### config.mk
export PLATFORM = sky130hd
export DESIGN_NAME = sync_serial_port
export DESIGN_NICKNAME = d
export VERILOG_FILES = /design/src/rtl/ssp_pkg.sv /design/src/rtl/ssp_sync.sv /design/src/rtl/ssp_clkgen.sv /design/src/rtl/ssp_engine.sv /design/src/rtl/sync_serial_port.sv
export SDC_FILE = /design/constraint.sdc
export NUM_CORES = 1
export LEC_CHECK = 0
export ABC_AREA = 0
export BUFFER_PORTS_ARGS = -buffer_cell sky130_fd_sc_hd__clkbuf_2
export CORE_UTILIZATION = 35
export DETAILED_ROUTE_END_ITERATION = 6
export PLACE_DENSITY = 0.59
export REMOVE_ABC_BUFFERS = 1
export SYNTH_ARGS = -nofsm -noshare
export SYNTH_HDL_FRONTEND = slang
export SYNTH_HIERARCHICAL = 1
export SYNTH_SLANG_ARGS = --single-unit
export TNS_END_PERCENT = 100
### constraint.sdc
create_clock -name clk -period 3.2 [get_ports clk]
set_input_delay 0.64 -clock clk [delete_from_list [all_inputs] [get_ports clk]]
set_output_delay 0.64 -clock clk [all_outputs]
set_load 0.03 [all_outputs]
### src/rtl/ssp_pkg.sv
package ssp_pkg;

    typedef enum logic [1:0] {
        SRC_DIV1  = 2'd0,
        SRC_DIV8  = 2'd1,
        SRC_DIV32 = 2'd2,
        SRC_SUB   = 2'd3
    } src_e;

    localparam int PRE_W = 5;

endpackage

### src/rtl/ssp_sync.sv
module ssp_sync #(
    parameter int WIDTH  = 1,
    parameter int STAGES = 2
) (
    input  logic             clk,
    input  logic             rst_n,
    input  logic [WIDTH-1:0] async_i,
    output logic [WIDTH-1:0] sync_o
);
    logic [WIDTH-1:0] stage_q [STAGES];
    logic [WIDTH-1:0] stage_d [STAGES];

    always_comb begin
        stage_d[0] = async_i;
        for (int i = 1; i < STAGES; i++) begin
            stage_d[i] = stage_q[i-1];
        end
    end

    always_ff @(posedge clk or negedge rst_n) begin
        if (!rst_n) begin
            for (int i = 0; i < STAGES; i++) begin
                stage_q[i] <= '0;
            end
        end else begin
            for (int i = 0; i < STAGES; i++) begin
                stage_q[i] <= stage_d[i];
            end
        end
    end

    assign sync_o = stage_q[STAGES-1];

endmodule

### src/rtl/ssp_clkgen.sv
module ssp_clkgen
    import ssp_pkg::*;
#(
    parameter int DIV_W = 8
) (
    input  logic             clk,
    input  logic             rst_n,
    input  logic [1:0]       src_i,
    input  logic [DIV_W-1:0] div_n_i,
    input  logic             sub_tick_i,
    input  logic             pol_i,
    input  logic             ext_i,
    input  logic             ext_clk_s_i,
    input  logic             run_i,
    input  logic             hold_i,
    output logic             launch_o,
    output logic             capture_o,
    output logic             sclk_o
);
    typedef struct packed {
        logic [PRE_W-1:0] pre;
        logic [DIV_W-1:0] div;
        logic             lvl;
        logic             eprev;
    } clk_st_t;

    clk_st_t st_q, st_d;
    logic    tick;
    logic    wrap;
    logic    run_int;
    logic    int_launch, int_capture;
    logic    ext_lvl;

    assign run_int = run_i && !ext_i;
    assign ext_lvl = ext_clk_s_i ^ pol_i;

    always_comb begin
        unique case (src_e'(src_i))
            SRC_DIV1:  tick = 1'b1;
            SRC_DIV8:  tick = (st_q.pre[2:0] == 3'b111);
            SRC_DIV32: tick = (st_q.pre == {PRE_W{1'b1}});
            default:   tick = sub_tick_i;
        endcase
    end

    assign wrap        = tick && (st_q.div == div_n_i);
    assign int_launch  = run_int && wrap && st_q.lvl && !hold_i;
    assign int_capture = run_int && wrap && !st_q.lvl;

    always_comb begin
        st_d       = st_q;
        st_d.pre   = st_q.pre + 1'b1;
        st_d.eprev = ext_lvl;
        if (!run_int) begin
            st_d.div = '0;
            st_d.lvl = 1'b1;
        end else if (tick) begin
            if (wrap) begin
                if (st_q.lvl && hold_i) begin
                    st_d.div = st_q.div;
                end else begin
                    st_d.div = '0;
                    st_d.lvl = !st_q.lvl;
                end
            end else begin
                st_d.div = st_q.div + 1'b1;
            end
        end
    end

    always_ff @(posedge clk or negedge rst_n) begin
        if (!rst_n) begin
            st_q <= '{pre: '0, div: '0, lvl: 1'b1, eprev: 1'b1};
        end else begin
            st_q <= st_d;
        end
    end

    assign launch_o  = ext_i ? (st_q.eprev && !ext_lvl) : int_launch;
    assign capture_o = ext_i ? (!st_q.eprev && ext_lvl) : int_capture;
    assign sclk_o    = st_q.lvl ^ pol_i;

    p_idle_level_r4: assert property (@(posedge clk) disable iff (!rst_n)
        !run_int |=> st_q.lvl);

    p_pause_holds_r8: assert property (@(posedge clk) disable iff (!rst_n)
        (run_int && hold_i && st_q.lvl) |=> st_q.lvl);

    p_edges_exclusive_r4: assert property (@(posedge clk) disable iff (!rst_n)
        !(launch_o && capture_o));

endmodule

### src/rtl/ssp_engine.sv
module ssp_engine #(
    parameter int DATA_W = 8
) (
    input  logic              clk,
    input  logic              rst_n,
    input  logic              tx_en_i,
    input  logic              rx_en_i,
    input  logic              tx_wr_i,
    input  logic [DATA_W-1:0] tx_data_i,
    input  logic              rx_rd_i,
    input  logic              tx_irq_clr_i,
    input  logic              rx_irq_clr_i,
    input  logic              err_clr_i,
    input  logic              launch_i,
    input  logic              capture_i,
    input  logic              rxd_i,
    output logic              active_o,
    output logic              txd_o,
    output logic [DATA_W-1:0] rx_data_o,
    output logic              tx_irq_o,
    output logic              rx_irq_o,
    output logic              overrun_o,
    output logic              tx_empty_o,
    output logic              rts_o
);
    localparam int CNT_W = (DATA_W > 1) ? $clog2(DATA_W) : 1;
    localparam logic [CNT_W-1:0] LAST_BIT = CNT_W'(DATA_W - 1);

    typedef struct packed {
        logic [DATA_W-1:0] tbuf;
        logic              tfull;
        logic [DATA_W-1:0] tsh;
        logic [DATA_W-1:0] rsh;
        logic [CNT_W-1:0]  bcnt;
        logic              active;
        logic              txd;
        logic [DATA_W-1:0] rbuf;
        logic              rfull;
        logic              tx_irq;
        logic              rx_irq;
        logic              ovr;
        logic              rts;
    } eng_st_t;

    eng_st_t st_q, st_d;
    logic [DATA_W-1:0] rx_next;

    assign rx_next = {rxd_i, st_q.rsh[DATA_W-1:1]};

    always_comb begin
        st_d = st_q;

        if (launch_i && st_q.active) begin
            st_d.txd = st_q.tsh[0];
            st_d.tsh = {1'b0, st_q.tsh[DATA_W-1:1]};
            if (st_q.bcnt == '0 && rx_en_i) begin
                st_d.rts = 1'b1;
            end
        end

        if (tx_irq_clr_i) st_d.tx_irq = 1'b0;
        if (rx_irq_clr_i) st_d.rx_irq = 1'b0;
        if (err_clr_i)    st_d.ovr    = 1'b0;

        if (rx_rd_i) begin
            st_d.rfull = 1'b0;
            st_d.rts   = 1'b0;
        end

        if (capture_i && st_q.active) begin
            st_d.rsh  = rx_next;
            st_d.bcnt = st_q.bcnt + 1'b1;
            if (st_q.bcnt == LAST_BIT) begin
                st_d.active = 1'b0;
                st_d.bcnt   = '0;
                if (rx_en_i) begin
                    if (st_d.rfull) begin
                        st_d.ovr = 1'b1;
                    end else begin
                        st_d.rbuf   = rx_next;
                        st_d.rfull  = 1'b1;
                        st_d.rx_irq = 1'b1;
                    end
                end
            end
        end

        if (tx_wr_i) begin
            st_d.tbuf  = tx_data_i;
            st_d.tfull = 1'b1;
        end

        if (!st_d.active && st_d.tfull && tx_en_i) begin
            st_d.tsh    = st_d.tbuf;
            st_d.tfull  = 1'b0;
            st_d.active = 1'b1;
            st_d.bcnt   = '0;
            st_d.tx_irq = 1'b1;
        end
    end

    always_ff @(posedge clk or negedge rst_n) begin
        if (!rst_n) begin
            st_q     <= '0;
            st_q.txd <= 1'b1;
        end else begin
            st_q <= st_d;
        end
    end

    assign active_o   = st_q.active;
    assign txd_o      = st_q.txd;
    assign rx_data_o  = st_q.rbuf;
    assign tx_irq_o   = st_q.tx_irq;
    assign rx_irq_o   = st_q.rx_irq;
    assign overrun_o  = st_q.ovr;
    assign tx_empty_o = !st_q.tfull && !st_q.active;
    assign rts_o      = st_q.rts;

    p_load_raises_irq_r5: assert property (@(posedge clk) disable iff (!rst_n)
        $rose(st_q.active) |-> st_q.tx_irq);

    p_overrun_keeps_byte_r7: assert property (@(posedge clk) disable iff (!rst_n)
        $rose(st_q.ovr) |-> $stable(st_q.rbuf));

    p_rx_flag_has_data_r6: assert property (@(posedge clk) disable iff (!rst_n)
        $rose(st_q.rx_irq) |-> st_q.rfull);

    p_read_drops_rts_r9: assert property (@(posedge clk) disable iff (!rst_n)
        rx_rd_i |=> !st_q.rts);

    p_disabled_rx_quiet_r6: assert property (@(posedge clk) disable iff (!rst_n)
        (!rx_en_i && !rx_rd_i) |=> $stable(st_q.rbuf));

endmodule

### src/rtl/sync_serial_port.sv
module sync_serial_port #(
    parameter int DATA_W = 8,
    parameter int DIV_W  = 8,
    parameter int SYNC_N = 2
) (
    input  logic              clk,
    input  logic              rst_n,
    input  logic              cfg_tx_en,
    input  logic              cfg_rx_en,
    input  logic              cfg_pol,
    input  logic              cfg_ext_clk,
    input  logic              cfg_fc_en,
    input  logic              cfg_fc_rts,
    input  logic [1:0]        cfg_src,
    input  logic [DIV_W-1:0]  cfg_div,
    input  logic              sub_tick,
    input  logic              tx_wr,
    input  logic [DATA_W-1:0] tx_data,
    input  logic              rx_rd,
    output logic [DATA_W-1:0] rx_data,
    output logic              tx_irq,
    input  logic              tx_irq_clr,
    output logic              rx_irq,
    input  logic              rx_irq_clr,
    output logic              overrun,
    input  logic              err_clr,
    output logic              tx_empty,
    output logic              sclk_o,
    output logic              sclk_oe,
    input  logic              sclk_i,
    output logic              txd,
    input  logic              rxd,
    input  logic              hs_i,
    output logic              hs_o
);
    logic [2:0] sync_in, sync_out;
    logic       ext_clk_s, rxd_s, cts_s;
    logic       launch, capture, active, rts_raw, hold, rxd_use;

    assign sync_in = {hs_i, rxd, sclk_i};

    ssp_sync #(.WIDTH(3), .STAGES(SYNC_N)) u_sync (
        .clk     (clk),
        .rst_n   (rst_n),
        .async_i (sync_in),
        .sync_o  (sync_out)
    );

    assign ext_clk_s = sync_out[0];
    assign rxd_s     = sync_out[1];
    assign cts_s     = sync_out[2];
    assign hold      = cfg_fc_en && !cfg_fc_rts && cts_s;
    assign rxd_use   = cfg_ext_clk ? rxd_s : rxd;

    ssp_clkgen #(.DIV_W(DIV_W)) u_clkgen (
        .clk         (clk),
        .rst_n       (rst_n),
        .src_i       (cfg_src),
        .div_n_i     (cfg_div),
        .sub_tick_i  (sub_tick),
        .pol_i       (cfg_pol),
        .ext_i       (cfg_ext_clk),
        .ext_clk_s_i (ext_clk_s),
        .run_i       (active),
        .hold_i      (hold),
        .launch_o    (launch),
        .capture_o   (capture),
        .sclk_o      (sclk_o)
    );

    ssp_engine #(.DATA_W(DATA_W)) u_engine (
        .clk          (clk),
        .rst_n        (rst_n),
        .tx_en_i      (cfg_tx_en),
        .rx_en_i      (cfg_rx_en),
        .tx_wr_i      (tx_wr),
        .tx_data_i    (tx_data),
        .rx_rd_i      (rx_rd),
        .tx_irq_clr_i (tx_irq_clr),
        .rx_irq_clr_i (rx_irq_clr),
        .err_clr_i    (err_clr),
        .launch_i     (launch),
        .capture_i    (capture),
        .rxd_i        (rxd_use),
        .active_o     (active),
        .txd_o        (txd),
        .rx_data_o    (rx_data),
        .tx_irq_o     (tx_irq),
        .rx_irq_o     (rx_irq),
        .overrun_o    (overrun),
        .tx_empty_o   (tx_empty),
        .rts_o        (rts_raw)
    );

    assign sclk_oe = !cfg_ext_clk;
    assign hs_o    = cfg_fc_en && cfg_fc_rts && rts_raw;

    p_ext_no_drive_r11: assert property (@(posedge clk) disable iff (!rst_n)
        cfg_ext_clk |-> !sclk_oe);

    p_hs_mode_r9: assert property (@(posedge clk) disable iff (!rst_n)
        !(cfg_fc_en && cfg_fc_rts) |-> !hs_o);

endmodule

; Yosys cells after proc, flatten, opt, wreduce, memory -nomap -nowiden
; Index checks and enable logic that the tools add are counted.
[word_totals]
reg_bits = 64
latchBits = 0
mem_bits_rw = 0
mem_bits_ro = 0
output_inout_bits = 16
elab_cells = 106
n_memories = 0
[op_classes]
n_addsub = 3
multipliers = 0
n_div = 0
n_lt_le_gt_ge = 0
n_eq_ne = 10
shift = 0
mux = 32
n_bitwise = 3
n_reduce_logical = 39
[ops]
columns = cell, n
row1 = $mux 9, 4
row2 = $mux 8, 3
row3 = $logic_and 1x1->1, 19
row4 = $mux 1, 18
row5 = $mux 4, 3
row6 = $reduce_bool 2->1, 5
row7 = $logic_not 1->1, 9
row8 = $add 8x1->8 const B, 1
row9 = $eq 8x8->1, 1
row10 = $eq 3x3->1 const B, 2
row11 = $mux 2, 3
row12 = $add 5x1->5 const B, 1
row13 = $eq 5x5->1 const B, 1
row14 = $ne 2x1->1 const B, 2
row15 = $reduce_and 2->1, 2
row16 = $reduce_and 4->1, 1
row17 = $add 3x1->3 const B, 1
row18 = $logic_not 3->1, 1
row19 = $ne 3x3->1 const B, 1
row20 = $pmux 1 s3, 1
row21 = $reduce_and 3->1, 1
row22 = $eq 2x1->1 const B, 1
row23 = $eq 2x2->1 const B, 1
row24 = $logic_not 2->1, 1
row25 = 3 further kinds, 4

; Logic depth before layout (Yosys ltp)
; Gate-level depths: netlist (run 1).
[logic_depth]
ltp_word = 12
ltp_mapped = 11

; Modules after synthesis
; Netlist (run 1), hierarchy kept.
[modules_own_cells]
columns = module, instances, cells_each, area_each_um2, seq_area_each_um2
row1 = ssp_engine, 1, 131, 1934.4, 1052.3
row2 = ssp_clkgen, 1, 106, 1007.2, 377.9
row3 = ssp_sync, 1, 6, 150.1, 150.1
row4 = sync_serial_port, 1, 4, 33.8, 0.0

; Least setup slack after synthesis (run 1)
; No wires, ideal clock.
[synth_timing]
kind = in2reg
startpoint = in cfg_div[2]
endpoint = reg u_engine/st_q[28] in the netlist's numbering
arrival_ps = 2762
slack_ps = 313
path_stages = 10
cell_sequence = xnor2_1 nand4_1 nor2_4 buf_4 nand2_1 o31ai_1 nand2_2 a21oi_4 buf_6 mux2_4
[synth_via]
elab_chain_cells = 11
elab_cells_between_ends = 16
cone_classes = eq/ne (1) / mux (4) / reduce/logical (11)
[synth_rtl]
columns = item, line
row1 = start: declaration, sync_serial_port.sv:15  ; input logic [DIV_W-1:0] cfg_div,
row2 = $eq 8x8->1 (*), ssp_clkgen.sv:46  ; assign wrap = tick && (st_q.div == div_n_i);
row3 = $logic_and 1x1->1 (*), ssp_clkgen.sv:46
row4 = $logic_and 1x1->1 (*) (2 in series), ssp_clkgen.sv:48  ; assign int_capture = run_int && wrap && !st_q.lvl;
row5 = $mux 1 (*), ssp_clkgen.sv:80  ; assign capture_o = ext_i ? (!st_q.eprev && ext_lvl) : int_capture;
row6 = named net capture, sync_serial_port.sv:38  ; logic launch, capture, active, rts_raw, hold, rxd_use;
row7 = $logic_and 1x1->1 (*), ssp_engine.sv:70  ; if (capture_i && st_q.active) begin
row8 = $mux 4 (*), ssp_engine.sv:70
row9 = $logic_not 1->1 (*), ssp_engine.sv:93  ; if (!st_d.active && st_d.tfull && tx_en_i) begin
row10 = $logic_and 1x1->1 (*) (2 in series), ssp_engine.sv:93
row11 = $mux 9 / $reduce_bool 2->1 (equally long branches), --
row12 = end signal: assignment, ssp_engine.sv:107  ; st_q <= st_d;
row13 = end: declaration, ssp_engine.sv:45  ; eng_st_t st_q, st_d;
; Mark *: on every way through the listed nets, which the timed path passes. The rest lies on a longest branch. The select of a mux whose other input is x is not followed.
; A chain may end at the register's enable or synchronous reset.

; Worst setup path in the final report (run 1)
[layout_timing]
startpoint = reg u_clkgen/st_q[10] in the netlist's numbering
endpoint = reg u_engine/st_q[27] in the netlist's numbering
[layout_via]
elab_chain_cells = 12
elab_cells_between_ends = 18
cone_classes = eq/ne (2) / mux (5) / reduce/logical (11)
[layout_rtl]
columns = item, line
row1 = start: declaration, ssp_clkgen.sv:27  ; clk_st_t st_q, st_d;
row2 = start signal: assignment, ssp_clkgen.sv:73  ; st_q <= '{pre: '0, div: '0, lvl: 1'b1, eprev: 1'b1};
row3 = start signal: assignment, ssp_clkgen.sv:75  ; st_q <= st_d;
row4 = $eq 5x5->1 / $eq 3x3->1 (equally long branches), "ssp_clkgen.sv:41, ssp_clkgen.sv:40"
row5 = $pmux 1 s3 (*), ssp_clkgen.sv:38  ; unique case (src_e'(src_i))
row6 = $logic_and 1x1->1 (*), ssp_clkgen.sv:46
row7 = $logic_and 1x1->1 (*) (2 in series), ssp_clkgen.sv:48
row8 = $mux 1 (*), ssp_clkgen.sv:80
row9 = named net capture, sync_serial_port.sv:38
row10 = $logic_and 1x1->1 (*), ssp_engine.sv:70
row11 = $mux 4 (*), ssp_engine.sv:70
row12 = $logic_not 1->1 (*), ssp_engine.sv:93
row13 = $logic_and 1x1->1 (*) (2 in series), ssp_engine.sv:93
row14 = $mux 9 / $reduce_bool 2->1 (equally long branches), --
; Marked as above.

==> results of run 1 <==
## state kept, by name (all words and copies together), names as in the netlist
signal,count
u_clkgen/st_q,15
u_engine/active_o,1
u_engine/overrun_o,1
u_engine/rts_o,1
u_engine/rx_data_o,8
u_engine/rx_irq_o,1
u_engine/rx_next,7
u_engine/st_q,21
u_engine/tx_irq_o,1
u_engine/txd_o,1
u_sync/stage_d,3
u_sync/sync_o,3
## cells by family (layout without fill, tap and decap cells)
logic type                 after synthesis  after routing  synth area share (%)
muxes                                   44             44                 18.21
adders and majority gates                7              7                 2.802
AOI/OAI and AO/OA                       28             28                 7.046
xor gates and xnor gates                11             11                 3.083
and+or+nand+nor                         69             69                 12.93
DFF                                     63             63                 50.56
buffers and inverters                   25             78                 5.364
## worst max-delay path: stages, from the launching register on
cell	delay, ns
dfrtp_1	0.37
ha_1	0.18
and3_1	0.16
ha_1	0.13
mux2i_1	0.08
a21oi_1	0.34
nand2_1	0.16
o31ai_1	0.25
buf_4	0.18
nand2_2	0.07
a21oi_4	0.43
mux2_2	0.39
## power by group through the flow
stage	clock, mW	sequential, mW	combinational [mW]
finish	0.572	1.02	0.413
global placement	0	1.03	0.412
floorplan	0	1.05	0.273
global route	0.647	1.04	0.464
detailed placement	0	1.04	0.416
CTS	0.605	1.02	0.420
## area by class of cell
class	instances	area, um2	area share [%]
Clock buffer	11	131.4	3.671
Clock inverter	5	27.53	0.7692
Inverter	7	26.28	0.7343
Multi-Input combinational cell	159	1378	38.50
Sequential cell	63	1580	44.16
Tap cell	108	135.1	3.776
Timing Repair Buffer	55	300.3	8.392
## cell usage after synthesis (2+ instances only)
master and count:
ha_1 7, buf_2 2, xnor2_1 9, a31o_2 2, nand2b_1 3, and3_1 3
nand4_1 3, a31oi_1 2, dfstp_2 3, o21ai_0 2, buf_4 9, a21o_1 4
xor2_1 2, or4_1 5, mux2i_1 4, nor2_1 12, dfrtp_1 60, mux2_4 21
a21oi_1 6, and3_2 3, buf_6 5, nand2_2 2, clkbuf_1 2, nand3_1 11
inv_1 7, mux2_2 19, a311o_1 2, or2_2 2, nand2_1 13
## how the worst min path moves through the flow
stage                                startpoint                            end  slack (ns)  depth (start not counted)
CTS                                       rst_n  u_engine/st_q[33]$_DFFE_PN0P_        0.33                          1
floorplan           u_sync/stage_d[0]$_DFF_PN0_     u_sync/sync_o[0]$_DFF_PN0_        0.33                          0
global placement    u_sync/stage_d[1]$_DFF_PN0_     u_sync/sync_o[1]$_DFF_PN0_        0.34                          0
detailed placement  u_sync/stage_d[2]$_DFF_PN0_     u_sync/sync_o[2]$_DFF_PN0_        0.34                          0
global route                              rst_n  u_engine/st_q[33]$_DFFE_PN0P_        0.37                          1
finish                                    rst_n    u_engine/st_q[41]$_DFF_PN0_        0.32                          1
## layer usage
metal	vias up	wire [um]	track usage, %
li1	960	-	-
met1	965	2706	18.26
met2	56	2533	21.07
met3	7	273	5.634
met4	0	63	4.779
met5	-	0	0
## layout by cell type, fill, tap and decap left out, drive strengths merged, types with 3 or more instances in the layout
cell | netlist | final
clkbuf | 2 | 61
dfrtp | 60 | 60
mux2 | 40 | 40
nand2 | 16 | 16
nor2 | 13 | 13
nand3 | 11 | 11
xnor2 | 9 | 9
inv | 7 | 7
ha | 7 | 7
a21oi | 7 | 7
and3 | 6 | 6
or4 | 5 | 5
buf | 16 | 5
clkinv | 0 | 4
mux2i | 4 | 4
a21o | 4 | 4
nand4 | 4 | 4
o21ai | 4 | 4
nand2b | 3 | 3
dfstp | 3 | 3
a311o | 3 | 3
==> impl_metrics.tcl, run 1 <==
set metrics [dict create \
    status "complete, no violations" \
    drive_gt1_share_pct 43.33 \
    yosysWarnings 6 \
    routabilityCongestion 0.8115 \
    endpoint "u_engine/st_q[27]$_DFFE_PN0P_" \
    cp-start-kind "register" \
    cts_resized 0 \
    overflow 0 \
    p_comb_share_pct 20.6 \
    p_seq_share_pct 50.9 \
    fin_skew_ns 0.008586 \
    p_leak_nw 1.747 \
    postSynthAreaPerCell_um2 12.65 \
    synth.distinct_cells 51 \
    ys_top_cells_by_area "dfrtp_1 (48%), mux2_4 (10%), mux2_2 (6.8%)" \
    synth_seq_cells 63 \
    cts_max_level 3 \
    cts_hold_buf 0 \
    grt_first_pass_wirelength_mm 9.459 \
    pwr-share-clk_pct 28.5 \
    via_per_inst 4.873 \
    routedWlPerCell_um 13.67 \
    final_nets 337 \
    postCtsSetupBuffers 0 \
    r2r-end "u_engine/st_q[27]$_DFFE_PN0P_" \
    r2r_cells 11 \
    ir_drop_v 0.0002646 \
    insertion_delay_ns 0.34 \
    dr.pass1.iters 4 \
    track_usage_pct 14.01 \
    intPower_mw 1.447 \
    setup.reg_to_reg.worst_slack_ns 0.34 \
    synth-edff-count 0 \
    tightest_slew_ns 0.6828 \
    fp.dieW_um 96.50 \
    tns_ns 0 \
    io_buffers 50 \
    core-area_mm2 0.008678 \
    cts.clk_slew.worst_paths_ns 0.07 \
    dieArea_mm2 0.009312 \
    cts_buffers 9 \
    synthToLayoutAreaGrowth_pct 14.49 \
    yosys.area.top_type "dfrtp_1" \
    synthCells 247 \
    num_rows 34 \
    pin_count 51 \
    finish.utilization_pct 41.23 \
    num_vias 1988 \
    async_flop_share_pct 100.0 \
    route.detailed.drc 0 \
    slew-limit-headroom_pct 54.48 \
    drt_wl_total_mm 5.576 \
    crit_fanout 13 \
    antenna_found_initial 0 \
    clock_path_buffers 2 \
    dpl.hpwl_mm 3.892 \
    netlist_area_mm2 0.003125 \
    hold_viol 0 \
    powerDensity_mw_per_mm2 560.7 \
    cts_sinks 63 \
    cts_root_buffer "clkbuf_8" \
    place_inst 392 \
    place_ws_ns 0.3680 \
    n_antenna_cell 0 \
    slew_viol_final 0 \
    final_area_mm2 0.003578 \
    start_util_pct 36.01 \
    whs_ns 0.3205 \
    ys_seq_area_share_pct 50.56 \
    first_global_vias 1946 \
    setup_ws_ns 0.3390 \
    synth-main-ff-cell "dfrtp_1" \
    worst_setup_path_end_kind "register" \
    p_total_mw 2.007 \
    cap_violations 0 \
    crit_required_ns 3.43 \
    ant_nets 0 \
    hold_path.class "in2async" \
    placed_area_mm2 0.003420 \
    worstSetupPathType "reg2reg" \
    die_h_um 96.50 \
    yosysTopAreaCellShare_pct 48.04 \
    crit_start "u_clkgen/st_q[10]$_DFF_PN0_" \
    setup_violations 0 \
    grt_max_degree 39 \
    fin_cells 408 \
    p_sw_mw 0.5600 \
    cts_tree "done" \
    max_freq_mhz 349.5 \
    cp.arrival_ns 3.09 \
    swShare_pct 27.91 \
    rsz0062_at_grt "false" \
    dr.first_iter.drc_count 73 \
    regToRegStartpoint "u_clkgen/st_q[10]$_DFF_PN0_" \
    post-route-period-util_pct 89.41 \
    fillers 850 \
    fin_crit_ns 2.861 \
]
Note: power is estimated with default switching activity, not from simulation.
==> run 2, diff against run 1 <==
CELL_PAD_IN_SITES_DETAIL_PLACEMENT = 1   (was unset)
CELL_PAD_IN_SITES_GLOBAL_PLACEMENT = 2   (was unset)
PLACE_DENSITY = 0.81   (was 0.59)
SYNTH_HIERARCHICAL = unset   (was 1)
clock period = 2.7 ns   (was 3.2 ns; I/O delays follow)
==> impl_metrics.tcl, run 2 <==
set metrics [dict create \
    status "complete, no violations" \
    start_util_pct 36.61 \
    die_h_um 92.60 \
    netlist_area_mm2 0.002873 \
    track_usage_pct 15.73 \
    synth_simple_gate_area_share_pct 11.80 \
    route.detailed.drc 0 \
    r2r_cells 9 \
    drt_wl_total_mm 5.949 \
    regMostFlops "u_engine.st_q" \
    dr.pass1.iters 4 \
    cts.clk_slew.worst_paths_ns 0.07 \
    synthCells 238 \
    ys_seq_area_share_pct 55.01 \
    final_nets 333 \
    cts_hold_buf 0 \
    slew-limit-headroom_pct 57.80 \
    synthXorXnorAreaFrac_pct 3.354 \
    cts_tree "done" \
    fin_skew_ns 0.01044 \
    via_per_inst 4.965 \
    max_freq_mhz 398.1 \
    mostFrequentLayoutCell "dfrtp_1" \
    synth_compound_area_share_pct 9.146 \
    async_flop_share_pct 100.0 \
    grt_first_pass_wirelength_mm 10.25 \
    dieArea_mm2 0.008574 \
    largest_register_ffs 21 \
    postSynthAreaPerCell_um2 12.07 \
    cts_sinks 63 \
    whs_ns 0.2038 \
    fin_crit_ns 2.512 \
    fin_cells 398 \
    clock_path_buffers 2 \
    synth_mux_area_share_pct 13.28 \
    cts_resized 0 \
    hold_viol 0 \
    finish.utilization_pct 43.49 \
    antenna_found_initial 0 \
    synth_common_cells "dfrtp_1 (60), mux2_2 (17), o21ai_0 (16), nor2_1 (15), nand2_1 (13)" \
    routedWlPerCell_um 14.95 \
    rsz0062_at_grt "false" \
    cts_buffers 9 \
    dpl.hpwl_mm 4.342 \
    post-synth-top-count-cell "dfrtp_1" \
    cts_max_level 3 \
    powerDensity_mw_per_mm2 752.1 \
    yosysWarnings 0 \
    overflow 0 \
    synth-edff-count 0 \
    slew_viol_final 0 \
    fp.dieW_um 92.60 \
    ant_nets 0 \
    postCtsSetupBuffers 0 \
    synth_seq_cells 63 \
    tns_ns 0 \
    first_global_vias 2078 \
    num_vias 1976 \
    synth-main-ff-cell "dfrtp_1" \
    drive_gt1_share_pct 36.82 \
    place_inst 382 \
    synth.distinct_cells 44 \
    synthToLayoutAreaGrowth_pct 18.82 \
    cap_violations 0 \
    worstSetupPathType "reg2reg" \
    p_total_mw 2.567 \
    worst_setup_path_end_kind "register" \
    pin_count 51 \
    grt_max_degree 42 \
    num_rows 32 \
    ir_drop_v 0.0003192 \
    p_leak_nw 1.647 \
    core-area_mm2 0.007848 \
    crit_fanout 9 \
    insertion_delay_ns 0.34 \
    dr.first_iter.drc_count 68 \
    io_buffers 50 \
    yosys.area.top_type "dfrtp_1" \
    hold_path.class "in2async" \
    cp.arrival_ns 2.74 \
    yosysTopAreaCellShare_pct 52.26 \
    synth_top_family_by_area "multiplexers" \
    tightest_slew_ns 0.6330 \
    routabilityCongestion 0.7067 \
    n_antenna_cell 0 \
    cts_root_buffer "clkbuf_8" \
    ys_top_cells_by_area "dfrtp_1 (52%), mux2_2 (6.7%), mux2_4 (4.2%)" \
    crit_required_ns 2.93 \
    post-route-period-util_pct 93.04 \
    most-common-layout-cells "dfrtp_1 (60), clkbuf_2 (50), mux2_2 (17)" \
    synthAdderAreaFrac_pct 3.049 \
    cp-start-kind "register" \
    setup_violations 0 \
]
run 2: cell types whose count changed after synthesis, sizes merged, moves of 4 or more:
cell,previous run,this run
buf,16,10
mux2,40,25
nand3,11,4
nor3,0,4
o21ai,4,16
o31ai,1,5
or4,5,0
run 2: cell type report:
type,instances,area (um2)
Fill cell,891,4434
Sequential cell,63,1580
Multi-Input combinational cell,152,1167
Timing Repair Buffer,56,307.8
Tap cell,102,127.6
Clock buffer,9,123.9
Clock inverter,7,72.57
Inverter,9,33.78
run 2: per-stage QoR:
stage	worst slack (ns)	instance area (um2)
floorplan	0.04458	2781
global placement	0.2021	3217
detailed placement	0.1548	3217
CTS	0.1664	3413
global route	0.04790	3413
finish	0.1879	3413
run 2: kinds of logic after synthesis:
family	count (synthesis)
AOI/OAI and AO/OA	41
xor gates and xnor gates	11
adders and majority gates	7
buffers and inverters	23
DFF	63
muxes	32
and+or+nand+nor	61
run 2: path summary, 6_finish.rpt:
path	startpoint	to	slack, ns
max	u_clkgen.st_q[10]$_DFF_PN0_	u_engine.rx_data_o[3]$_DFFE_PN0P_	0.19
min	rst_n	u_clkgen.st_q[13]$_DFF_PN0_	0.20
max reg2reg	u_clkgen.st_q[10]$_DFF_PN0_	u_engine.rx_data_o[3]$_DFFE_PN0P_	0.19
min reg2reg	u_sync.stage_d[1]$_DFF_PN0_	u_sync.sync_o[1]$_DFF_PN0_	0.35
max in group asynchronous	rst_n	u_clkgen.st_q[1]$_DFFE_PN1P_	1.79
min in group clk	hs_i	u_sync.stage_d[2]$_DFF_PN0_	0.30
run 2: routing by layer:
layer  vias to the layer above  track usage, %  wire length [um]
met4                         0           7.552               114
met5                         -               0                 0
met2                        40           25.12              2822
li1                        937               -                 -
met1                       988           20.14              2766
met3                        11           3.530               245
run 2: critical path, stage by stage (launching register included):
cell	delay, ns
dfrtp_1	0.37
ha_1	0.17
and3_1	0.16
ha_1	0.14
nor2_1	0.04
a22o_1	0.26
nor3_4	0.18
a22oi_2	0.08
or3b_1	0.63
mux2_4	0.38
run 2: power breakdown:
group	total, mW	switching, mW	internal (mW)	leakage (nW)
Clock	0.818	0.391	0.427	0.0956
Combinational	0.491	0.251	0.240	0.764
Sequential	1.26	0.130	1.13	0.787
Total	2.57	0.772	1.79	1.65
==> run 3, diff against run 2 <==
CELL_PAD_IN_SITES_DETAIL_PLACEMENT = unset   (was 1)
CELL_PAD_IN_SITES_GLOBAL_PLACEMENT = unset   (was 2)
PLACE_DENSITY = 0.59   (was 0.81)
==> impl_metrics.tcl, run 3 (synthesized netlist as in run 2, its figures left out) <==
set metrics [dict create \
    status "complete, no violations" \
    powerDensity_mw_per_mm2 723.5 \
    postCtsSetupBuffers 0 \
    dpl.hpwl_mm 3.641 \
    cts_max_level 3 \
    die_h_um 92.60 \
    routedWlPerCell_um 13.29 \
    whs_ns 0.3085 \
    cts_resized 0 \
    pin_count 51 \
    cts_buffers 9 \
    overflow 0 \
    grt_first_pass_wirelength_mm 8.963 \
    slew-limit-headroom_pct 47.41 \
    num_rows 32 \
    cts_sinks 63 \
    drive_gt1_share_pct 36.27 \
    drt_wl_total_mm 5.277 \
    dr.pass1.iters 4 \
    final_nets 333 \
    critPathTopFamily "simple AND/OR/NAND/NOR gates" \
    clock_path_buffers 2 \
    p_total_mw 2.437 \
    tightest_slew_ns 0.7888 \
    regMostFlops "u_engine.st_q" \
    rsz0062_at_grt "false" \
    via_per_inst 4.693 \
    hold_path.class "in2reg" \
    cts_hold_buf 0 \
    setup_violations 0 \
    slowest_stage "or3b_1" \
    worstSetupPathType "reg2reg" \
    slew_viol_final 0 \
    cp_slowest_stage_delay_ns 0.62 \
    hold_viol 0 \
    critical_path.most_common_cell "ha_1" \
    grt_max_degree 64 \
    track_usage_pct 13.77 \
    ant_nets 0 \
    dieArea_mm2 0.008574 \
    mostFrequentLayoutCell "dfrtp_1" \
    fp.dieW_um 92.60 \
    cts_tree "done" \
    synthToLayoutAreaGrowth_pct 17.25 \
    dr.first_iter.drc_count 80 \
    io_buffers 50 \
    num_vias 1863 \
    route.detailed.drc 0 \
    core-area_mm2 0.007848 \
    insertion_delay_ns 0.34 \
    tns_ns 0 \
    crit_chain "ha_1 > and3_1 > ha_1 > nor2_1 > a22o_1 > nor3_4 > a22oi_2 > or3b_1 > mux2_4" \
    first_global_vias 1906 \
    p_leak_nw 1.632 \
    most-common-layout-cells "dfrtp_1 (60), clkbuf_2 (50), mux2_2 (17)" \
    cts_root_buffer "clkbuf_8" \
    crit_required_ns 2.93 \
    fin_crit_ns 2.509 \
    cp-start-kind "register" \
    max_freq_mhz 398.5 \
    post-route-period-util_pct 92.94 \
    fin_skew_ns 0.008348 \
    routabilityCongestion 0.7701 \
    worst_setup_path_end_kind "register" \
    n_antenna_cell 0 \
    ir_drop_v 0.0003970 \
    largest_register_ffs 21 \
    cts.clk_slew.worst_paths_ns 0.07 \
    start_util_pct 36.61 \
    crit_fanout 9 \
    antenna_found_initial 0 \
    critPathBufInv 0 \
    cp.arrival_ns 2.74 \
    cap_violations 0 \
]
## run 3: cell count changes in the layout (fill, tap and decap cells not counted), sizes merged
cell / delta
inv: -1
clkbuf: +2
clkinvlp: -1
bufinv: -1
## run 3: metrics by stage
stage | setup slack [ns] | std cells | cell area, um2 | utilization [%]
6_report | 0.1905 | 397 | 3368 | 42.92
5_1_grt | 0.01706 | 397 | 3368 | 42.92
4_1_cts | 0.1564 | 397 | 3368 | 42.92
3_5_place_dp | 0.1332 | 382 | 3204 | 40.83
3_3_place_gp | 0.1705 | 382 | 3204 | 40.83
2_1_floorplan | 0.04458 | 224 | 2781 | -
## run 3: worst paths after layout
kind,startpoint,to,slack (ns),depth (start not counted)
min in group asynchronous,rst_n,u_engine.st_q[37]$_DFF_PN0_,0.35,2
setup reg to reg,u_clkgen.st_q[10]$_DFF_PN0_,u_engine.rx_data_o[0]$_DFFE_PN0P_,0.19,9
setup / recovery,u_clkgen.st_q[10]$_DFF_PN0_,u_engine.rx_data_o[0]$_DFFE_PN0P_,0.19,9
hold reg to reg,u_sync.stage_d[2]$_DFF_PN0_,u_sync.sync_o[2]$_DFF_PN0_,0.35,0
hold / removal,sclk_i,u_sync.stage_d[0]$_DFF_PN0_,0.31,1
max in group asynchronous,rst_n,u_clkgen.st_q[9]$_DFFE_PN0P_,1.82,2
## run 3: area by class of cell
cell class / count / area (um2)
Sequential cell: 63 / 1580
Inverter: 9 / 33.78
Fill cell: 796 / 4479
Clock inverter: 4 / 22.52
Timing Repair Buffer: 56 / 295.3
Multi-Input combinational cell: 152 / 1167
Tap cell: 102 / 127.6
Clock buffer: 11 / 141.4
## run 3: routing by layer
layer	up-vias	global-route usage, %	share of wire [%]
li1	936	-	-
met1	878	17.78	49
met2	46	20.62	44
met3	3	5.665	5.8
met4	0	5.078	0.53
met5	-	0	0
## run 3: report_power, final
part / leakage [nW] / total [mW] / switching, mW / internal, mW
logic: 0.760 / 0.482 / 0.245 / 0.237
registers: 0.787 / 1.25 / 0.123 / 1.13
clock network: 0.0850 / 0.704 / 0.356 / 0.348
